--- src/rtl/irq_res_pkg.sv ---
package irq_res_pkg;
  localparam int REQ_W  = 32;
  localparam int LVL_W  = 5;
  localparam int SW_LO  = 4;
  localparam int SW_CNT = 15;
  localparam int EXT_LO = 20;
  localparam int EXT_CNT = 11;

  typedef logic [LVL_W-1:0] lvl_t;
  typedef logic [REQ_W-1:0] req_t;
endpackage

--- src/rtl/irq_level_scan.sv ---
// Scans one contiguous band of a request word. COMPRESS selects the level
// numbering: 1 gives slot index + 1, 0 gives the raw bit position.
module irq_level_scan #(
  parameter int REQ_W    = 32,
  parameter int LVL_W    = 5,
  parameter int LO       = 4,
  parameter int CNT      = 15,
  parameter bit COMPRESS = 1'b1
) (
  input  logic [REQ_W-1:0] req,
  output logic [LVL_W-1:0] level,
  output logic             hit,
  output logic [REQ_W-1:0] mask
);
  logic [LVL_W-1:0] slot_lvl [CNT];

  for (genvar k = 0; k < CNT; k++) begin : g_slot
    if (COMPRESS) begin : g_cmp
      assign slot_lvl[k] = LVL_W'(k + 1);
    end else begin : g_raw
      assign slot_lvl[k] = LVL_W'(LO + k);
    end
  end

  // Ascending walk: the last hit (highest bit) sets the level.
  always_comb begin
    level = '0;
    hit   = 1'b0;
    mask  = '0;
    for (int k = 0; k < CNT; k++) begin
      if (req[LO+k]) begin
        level       = slot_lvl[k];
        hit         = 1'b1;
        mask[LO+k]  = 1'b1;
      end
    end
  end

  logic unused_req_bits;
  assign unused_req_bits = ^req;
endmodule

--- src/rtl/irq_level_merge.sv ---
module irq_level_merge #(
  parameter int REQ_W = 32,
  parameter int LVL_W = 5
) (
  input  logic [LVL_W-1:0] sw_lvl,
  input  logic             sw_hit,
  input  logic [REQ_W-1:0] sw_mask,
  input  logic [LVL_W-1:0] ext_lvl,
  input  logic             ext_hit,
  input  logic [REQ_W-1:0] ext_mask,
  input  logic [LVL_W-1:0] cur_ipl,
  input  logic             ast_req,
  output logic [LVL_W-1:0] res_lvl,
  output logic [REQ_W-1:0] res_sum,
  output logic             take,
  output logic             ast_err
);
  always_comb begin
    if (ext_hit)      res_lvl = ext_lvl;
    else if (sw_hit)  res_lvl = sw_lvl;
    else              res_lvl = '0;
    res_sum = sw_mask | ext_mask;
    ast_err = ast_req;
    take    = !ast_req && (res_lvl != '0) && (res_lvl > cur_ipl);
  end
endmodule

--- src/rtl/irq_capture_regs.sv ---
module irq_capture_regs #(
  parameter int REQ_W = 32,
  parameter int LVL_W = 5
) (
  input  logic             clk,
  input  logic             rst_n,
  input  logic             eval_en,
  input  logic             take,
  input  logic             ast_err,
  input  logic [LVL_W-1:0] res_lvl,
  input  logic [REQ_W-1:0] res_sum,
  output logic             trap_q,
  output logic             unsup_q,
  output logic [REQ_W-1:0] sum_q,
  output logic [LVL_W-1:0] id_q
);
  logic             trap_d, unsup_d;
  logic [REQ_W-1:0] sum_d;
  logic [LVL_W-1:0] id_d;

  always_comb begin
    trap_d  = 1'b0;
    unsup_d = 1'b0;
    sum_d   = sum_q;
    id_d    = id_q;
    if (eval_en) begin
      if (ast_err) begin
        unsup_d = 1'b1;
      end else if (take) begin
        trap_d = 1'b1;
        sum_d  = res_sum;
        id_d   = res_lvl;
      end
    end
  end

  always_ff @(posedge clk or negedge rst_n) begin
    if (!rst_n) begin
      trap_q  <= 1'b0;
      unsup_q <= 1'b0;
      sum_q   <= '0;
      id_q    <= '0;
    end else begin
      trap_q  <= trap_d;
      unsup_q <= unsup_d;
      sum_q   <= sum_d;
      id_q    <= id_d;
    end
  end
endmodule

--- src/rtl/irq_level_resolver.sv ---
module irq_level_resolver
  import irq_res_pkg::*;
#(
  parameter int P_REQ_W   = REQ_W,
  parameter int P_LVL_W   = LVL_W,
  parameter int P_SW_LO   = SW_LO,
  parameter int P_SW_CNT  = SW_CNT,
  parameter int P_EXT_LO  = EXT_LO,
  parameter int P_EXT_CNT = EXT_CNT
) (
  input  logic               clk,
  input  logic               rst_n,
  input  logic [P_REQ_W-1:0] sw_req_i,
  input  logic [P_REQ_W-1:0] ext_req_i,
  input  logic [P_LVL_W-1:0] cur_ipl_i,
  input  logic               rearm_i,
  input  logic               ast_req_i,
  output logic               trap_o,
  output logic [P_REQ_W-1:0] summary_o,
  output logic [P_LVL_W-1:0] intid_o,
  output logic               unsupported_o
);
  // Reset: asserted asynchronously, released on the clock.
  logic [1:0] rst_sync_q;
  logic       rst_int_n;
  always_ff @(posedge clk or negedge rst_n) begin
    if (!rst_n) rst_sync_q <= 2'b00;
    else        rst_sync_q <= {rst_sync_q[0], 1'b1};
  end
  assign rst_int_n = rst_sync_q[1];

  // Arm flag: set by rearm, consumed by each evaluation.
  logic armed_q, armed_d;
  always_comb begin
    armed_d = armed_q;
    if (armed_q) armed_d = 1'b0;
    if (rearm_i) armed_d = 1'b1;
  end
  always_ff @(posedge clk or negedge rst_int_n) begin
    if (!rst_int_n) armed_q <= 1'b1;
    else            armed_q <= armed_d;
  end

  logic [P_LVL_W-1:0] sw_lvl, ext_lvl, res_lvl;
  logic               sw_hit, ext_hit, take, ast_err;
  logic [P_REQ_W-1:0] sw_mask, ext_mask, res_sum;

  irq_level_scan #(
    .REQ_W(P_REQ_W), .LVL_W(P_LVL_W), .LO(P_SW_LO), .CNT(P_SW_CNT), .COMPRESS(1'b1)
  ) u_sw_scan (
    .req(sw_req_i), .level(sw_lvl), .hit(sw_hit), .mask(sw_mask)
  );

  irq_level_scan #(
    .REQ_W(P_REQ_W), .LVL_W(P_LVL_W), .LO(P_EXT_LO), .CNT(P_EXT_CNT), .COMPRESS(1'b0)
  ) u_ext_scan (
    .req(ext_req_i), .level(ext_lvl), .hit(ext_hit), .mask(ext_mask)
  );

  irq_level_merge #(.REQ_W(P_REQ_W), .LVL_W(P_LVL_W)) u_merge (
    .sw_lvl(sw_lvl), .sw_hit(sw_hit), .sw_mask(sw_mask),
    .ext_lvl(ext_lvl), .ext_hit(ext_hit), .ext_mask(ext_mask),
    .cur_ipl(cur_ipl_i), .ast_req(ast_req_i),
    .res_lvl(res_lvl), .res_sum(res_sum), .take(take), .ast_err(ast_err)
  );

  irq_capture_regs #(.REQ_W(P_REQ_W), .LVL_W(P_LVL_W)) u_cap (
    .clk(clk), .rst_n(rst_int_n), .eval_en(armed_q),
    .take(take), .ast_err(ast_err), .res_lvl(res_lvl), .res_sum(res_sum),
    .trap_q(trap_o), .unsup_q(unsupported_o), .sum_q(summary_o), .id_q(intid_o)
  );
endmodule

--- config.mk ---
export PLATFORM = sky130hd
export DESIGN_NAME = irq_level_resolver
export DESIGN_NICKNAME = d
export VERILOG_FILES = /design/src/rtl/irq_res_pkg.sv /design/src/rtl/irq_level_scan.sv /design/src/rtl/irq_level_merge.sv /design/src/rtl/irq_capture_regs.sv /design/src/rtl/irq_level_resolver.sv
export SDC_FILE = /design/constraint.sdc
export NUM_CORES = 1
export LEC_CHECK = 0
export BUFFER_PORTS_ARGS = -buffer_cell sky130_fd_sc_hd__buf_2
export CAP_MARGIN = 20
export CORE_ASPECT_RATIO = 0.8
export CORE_MARGIN = 5
export CORE_UTILIZATION = 30
export DETAILED_ROUTE_END_ITERATION = 10
export PLACE_DENSITY = 0.65
export RECOVER_POWER = 25
export REMOVE_ABC_BUFFERS = 1
export SYNTH_ARGS = -nofsm -noshare
export SYNTH_HDL_FRONTEND = slang
export SYNTH_SLANG_ARGS = --single-unit
export TNS_END_PERCENT = 50
--- constraint.sdc ---
create_clock -name clk -period 3.4 [get_ports clk]
set_input_delay 0.68 -clock clk [delete_from_list [all_inputs] [get_ports clk]]
set_output_delay 0.68 -clock clk [all_outputs]
set_load 0.005 [all_outputs]
# Word-level counts from Yosys, hierarchy flattened
# Index checks and enable logic that the tools add are counted.
[totals] ff_bits=42 latchBits=0 ramBits=0 rom_bits=0 inputBits=73 output_inout_bits=39 word_cells=98 memories=0
[op_classes] n_addsub=0 mul=0 n_div=0 order_cmp=1 eq_ne=0 shift=0 n_mux=84 n_bitwise=2 reduce_logical=5
[op_table] operator="two-way mux 5 bit" count=12
[op_table] operator="two-way mux 1 bit" count=57
[op_table] operator="two-way mux 4 bit" count=9
[op_table] operator="OR 19 x 31 -> 31 bit" count=1
[op_table] operator="two-way mux 3 bit" count=4
[op_table] operator="greater-than comparator 5 bit" count=1
[op_table] operator="nonzero test 5 bit" count=1
[op_table] operator="two-way mux 2 bit" count=2
[op_table] operator="AND reduction 3 bit" count=1
[op_table] operator="logical AND 1 bit" count=2
[op_table] operator="logical NOT 1 bit" count=1
[op_table] operator="NOT 1 bit" count=1

# Logic depth before layout (Yosys ltp)
[depth] word_depth=23 mapped_depth=12 mapped_depth_nobuf=11

# Cells and area by module
# Synthesis repeated with hierarchy kept, for this count alone.
[hier_totals] cells_unflattened=267 area_unflattened_um2=2801.4
[by_module_without_submodules] module="irq_capture_regs" n_inst=1 cells_each=83 area_each_um2=1532.7
[by_module_without_submodules] module="irq_level_merge" n_inst=1 cells_each=64 area_each_um2=417.9
[by_module_without_submodules] module="irq_level_scan (u_sw_scan)" n_inst=1 cells_each=63 area_each_um2=411.6
[by_module_without_submodules] module="irq_level_scan (u_ext_scan)" n_inst=1 cells_each=53 area_each_um2=359.1
[by_module_without_submodules] module="irq_level_resolver" n_inst=1 cells_each=4 area_each_um2=80.1

# Worst setup path after synthesis
# OpenSTA, ideal clock, no wires.
[synth_path] kind="input to register" from="in ext_req_i[23]" to="reg u_cap.id_q[3]" t_arrival_ns=3.215 path_slack_ns=0.060 path_stages=12 path_cell_list="or4_1 nor3_4 inv_1 a21o_1 o21ai_2 ha_1 nand3_1 o211a_1 o21ai_0 a31oi_4 buf_6 mux2_4"
[synth_between] elab_chain_len=13
[synth_rtl] item="start: declaration" line="irq_level_resolver.sv:14" text="input logic [P_REQ_W-1:0] ext_req_i,"
[synth_rtl] item="two-way mux 5 bit / two-way mux 1 bit (equally long branches) (8 in a row)" line="irq_level_scan.sv:31" text="if (req[LO+k]) begin"
[synth_rtl] item="two-way mux 5 bit (*)" line="irq_level_merge.sv:19" text="if (ext_hit) res_lvl = ext_lvl;"
[synth_rtl] item="named net res_lvl[4]" line="irq_level_resolver.sv:44" text="logic [P_LVL_W-1:0] sw_lvl, ext_lvl, res_lvl;"
[synth_rtl] item="branches (longest 2 deep; another with greater-than comparator 5 bit)"
[synth_rtl] item="logical AND 1 bit (*)" line="irq_level_merge.sv:24" text="take = !ast_req && (res_lvl != '0) && (res_lvl > cur_ipl);"
[synth_rtl] item="AND reduction 3 bit (no line) (*)"
[synth_rtl] item="end signal: assignment" line="irq_capture_regs.sv:47" text="id_q <= id_d;"
[synth_rtl] item="end: declaration" line="irq_capture_regs.sv:15" text="output logic [LVL_W-1:0] id_q"
# Mark *: on every way through the listed nets, which the timed path passes.
# A chain may end at the register's enable or synchronous reset.

# Worst setup path in the final report
[layout_path] from="in ext_req_i[25]" to="reg u_cap.sum_q[11]"
[layout_between] elab_chain_len=11
[layout_rtl] item="two-way mux 5 bit / two-way mux 1 bit (equally long branches) (6 in a row)" line="irq_level_scan.sv:31"
[layout_rtl] item="two-way mux 5 bit (*)" line="irq_level_merge.sv:19"
[layout_rtl] item="named net res_lvl[4]" line="irq_level_resolver.sv:44"
[layout_rtl] item="branches (longest 2 deep; another with greater-than comparator 5 bit)"
[layout_rtl] item="logical AND 1 bit (*)" line="irq_level_merge.sv:24"
[layout_rtl] item="AND reduction 3 bit (no line) (*)"
[layout_rtl] item="end signal: assignment" line="irq_capture_regs.sv:46" text="sum_q <= sum_d;"
[layout_rtl] item="end: declaration" line="irq_capture_regs.sv:14" text="output logic [REQ_W-1:0] sum_q,"
# Marks and branches as above.

==> flow_metrics.py <==
metrics = {
    "worst_setup_path": {
        "worst-setup-path-type": "in -> reg",
        "crit_cells": 14,
        "crit_buf_inv": 4,
        "reg2reg_depth": 6,
        "cp_slowest_cell": "or4_4",
        "cp_max_fo": 18,
        "r2r_slack_ps": 1650,
        "rr_endpoint": "u_cap.sum_q[11]",
        "cp.required_ps": 3560,
        "crit_path_end_kind": "register",
        "crit_path_cell_trace": "buf_2, or4_4, nor3_4, inv_1, a21o_1, o21ai_2, ha_1, nand3_1, o211a_1, o21ai_0, buf_4, a31oi_4, buf_12, mux2_4",
        "r2r_start": "armed_q",
        "crit_family": "simple AND/OR/NAND/NOR gates",
        "cp-start-kind": "primary input",
        "cp.arrival_ps": 3370,
        "slowest_delay_ps": 570,
    },
    "clocking": {
        "cts_max_path_buffers": 2,
        "clk_pin_slew_ps": 70,
        "cts_max_level": 2,
        "cts_made_buffers": 5,
        "post_cts_buffers": 0,
        "cts_num_sinks": 36,
        "clock_latency_ps": 280,
        "cts_tree": "yes",
        "clockRootBuffer": "clkbuf_8",
    },
    "timing": {
        "fmax_ghz": 0.3122,
        "period_minus_slack_ps": 3203,
        "clock_skew_ps": 5.398,
        "setup_slack_ps": 196.8,
        "setup_viol": 0,
        "hold_violations": 0,
        "final_max_slew_viol_count": 0,
        "rsz0062_at_grt": "no",
        "tightestPinTransition_ps": 1033,
        "finalCritPeriodShare_pct": 94.21,
        "max_slew_margin_pct": 31.10,
    },
    "global_routing": {
        "overflow": 0,
        "grt_pass1_vias": 1519,
        "track_usage_pct": 11.79,
        "grt_max_degree": 20,
        "antenna_found_initial": 0,
        "grt_pass1_wl_um": 7438,
    },
    "placement": {
        "dp_cells": 324,
        "gp_congestion": 0.7938,
        "dpl-instance-area_um2": 2526,
        "hpwl_um": 3619,
        "place_ws_ps": -159.2,
        "port_buffers": 67,
    },
    "floorplan": {
        "start_util_pct": 30.39,
        "die_area_um2": 8103,
        "ioPinCount": 112,
        "rows": 26,
        "fp.dieW_um": 99.40,
        "die_height_um": 81.52,
        "core_area_um2": 6311,
    },
    "final_layout": {
        "drive_gt1_share_pct": 55.24,
        "synthToLayoutAreaGrowth_pct": 36.33,
        "antenna_cells": 0,
        "finalNetCount": 325,
        "final_cell_mix": "66 x buf_2, 35 x dfrtp_1, 29 x mux2_4",
        "fin_cells": 332,
        "design_area_um2": 2615,
        "final_common_cell": "buf_2",
        "fin_util_pct": 41.44,
    },
    "synth": {
        "avgSynthCellArea_um2": 12.79,
        "syn_area_um2": 1918,
        "synth-main-ff-cell": "dfrtp_1",
        "synth-edff-count": 0,
        "yosys_warnings": 0,
        "async_flop_share_pct": 100.0,
        "netlist_instances": 150,
        "ys_seq_elements": 36,
        "synth-seq-area-share_pct": 47.03,
        "yosysUniqueCellTypes": 37,
    },
    "route": {
        "ant_nets": 0,
        "wl_met1_um": 2238,
        "dr.first_iter.drc_count": 19,
        "routed-via-count": 1456,
        "top_layer": "met4",
        "wire_per_inst_um": 13.66,
        "wl_met3_um": 321,
        "dr.pass1.iters": 4,
        "viasPerCell": 4.386,
        "wirelength_um": 4536,
        "drc": 0,
        "met2_wirelength_um": 1940,
    },
    "pwr": {
        "ir_drop_mv": 0.1705,
        "p_leak_nw": 1.300,
        "finalPower_w": 0.001168,
        "powerDensity_nw_per_um2": 446.7,
    },
    "run_status": {
        "status": "completed",
    },
    "job": {
        "max_cap_violations": 0,
    },
    "worst_hold_path": {
        "min_path_type": "in -> async",
    },
}
## cells by family (layout without fill, tap and decap cells)
| kind of cell | after synthesis | count (layout) | synth area share [%] |
|---|---|---|---|
| buffers and inverters | 18 | 111 | 5.870 |
| AND/OR/NAND/NOR | 35 | 35 | 11.02 |
| multiplexers | 30 | 30 | 23.29 |
| adder cells (fa/ha/maj) | 5 | 5 | 3.262 |
| flip-flops | 36 | 36 | 47.03 |
| other | 2 | 7 | 0.3915 |
| AO/OA/AOI/OAI | 24 | 24 | 9.133 |
## worst max path at each step
stage | start | slack [ps] | endpoint
after floorplan | ext_req_i[23] | -550 | u_cap.id_q[2]
final | ext_req_i[25] | 200 | u_cap.sum_q[11]
after detailed placement | ext_req_i[23] | -160 | u_cap.sum_q[18]
after CTS | ext_req_i[23] | 140 | u_cap.sum_q[14]
after global routing | ext_req_i[25] | 50 | u_cap.sum_q[18]
after global placement | ext_req_i[23] | -150 | u_cap.sum_q[11]
## cell type report
| type | instances | area, um2 |
|---|---|---|
| fillers | 628 | 3696 |
| multi-input cells | 101 | 925.9 |
| repair buffers | 94 | 558.0 |
| flip-flops and latches | 36 | 902.1 |
| well taps | 84 | 105.1 |
| clock buffers | 8 | 90.09 |
| inverters | 9 | 33.78 |
## registers in the layout, summed over array words and instances, names as in the netlist
signal         cells
u_cap.sum_q       26
armed_q            1
u_cap.unsup_q      1
u_cap.id_q         5
rst_sync_q         2
u_cap.trap_q       1
## per-stage QoR
step / hold slack (ps) / TNS, ps
final: 171.8 / 0
after global routing: 165.0 / 0
after CTS: 162.9 / 0
after detailed placement: 298.4 / -4163
after global placement: 282.8 / -3911
after floorplan: 331.2 / -14710
## synth_stat cells, types with 2 or more instances
master / number / area [um2]
conb_1: 2 / 7.510
nor4_1: 4 / 25.02
nor2b_1: 3 / 18.77
nor2_1: 11 / 41.29
nor3_1: 2 / 10.01
o31ai_1: 4 / 30.03
buf_6: 3 / 33.78
a21o_1: 2 / 15.01
inv_1: 9 / 33.78
dfrtp_1: 35 / 875.8
nand2b_1: 2 / 12.51
or3_2: 2 / 15.01
a21oi_1: 8 / 40.04
a31oi_1: 2 / 12.51
nor3b_1: 2 / 15.01
ha_1: 5 / 62.56
mux2_4: 29 / 435.4
buf_4: 6 / 45.04
## report_power, final
| part | total [W] | internal [W] | switching (W) |
|---|---|---|---|
| clock network | 0.000313 | 0.000165 | 0.000148 |
| logic | 0.000307 | 0.000194 | 0.000113 |
| registers | 0.000547 | 0.000504 | 0.0000438 |
| total | 0.00117 | 0.000863 | 0.000305 |
## per-layer routing
layer / track usage (%) / vias to the layer above
met5: 0 / -
met4: 2.865 / 0
met3: 3.990 / 4
met2: 18.16 / 46
met1: 16.00 / 689
li1: - / 717
## what timing repair did
action | CTS | global route
setup endpoints to repair | 0 | 9
resized for setup | 0 | 1
hold buffers | 0 | 0
Note: power is estimated with default switching activity, not from simulation.
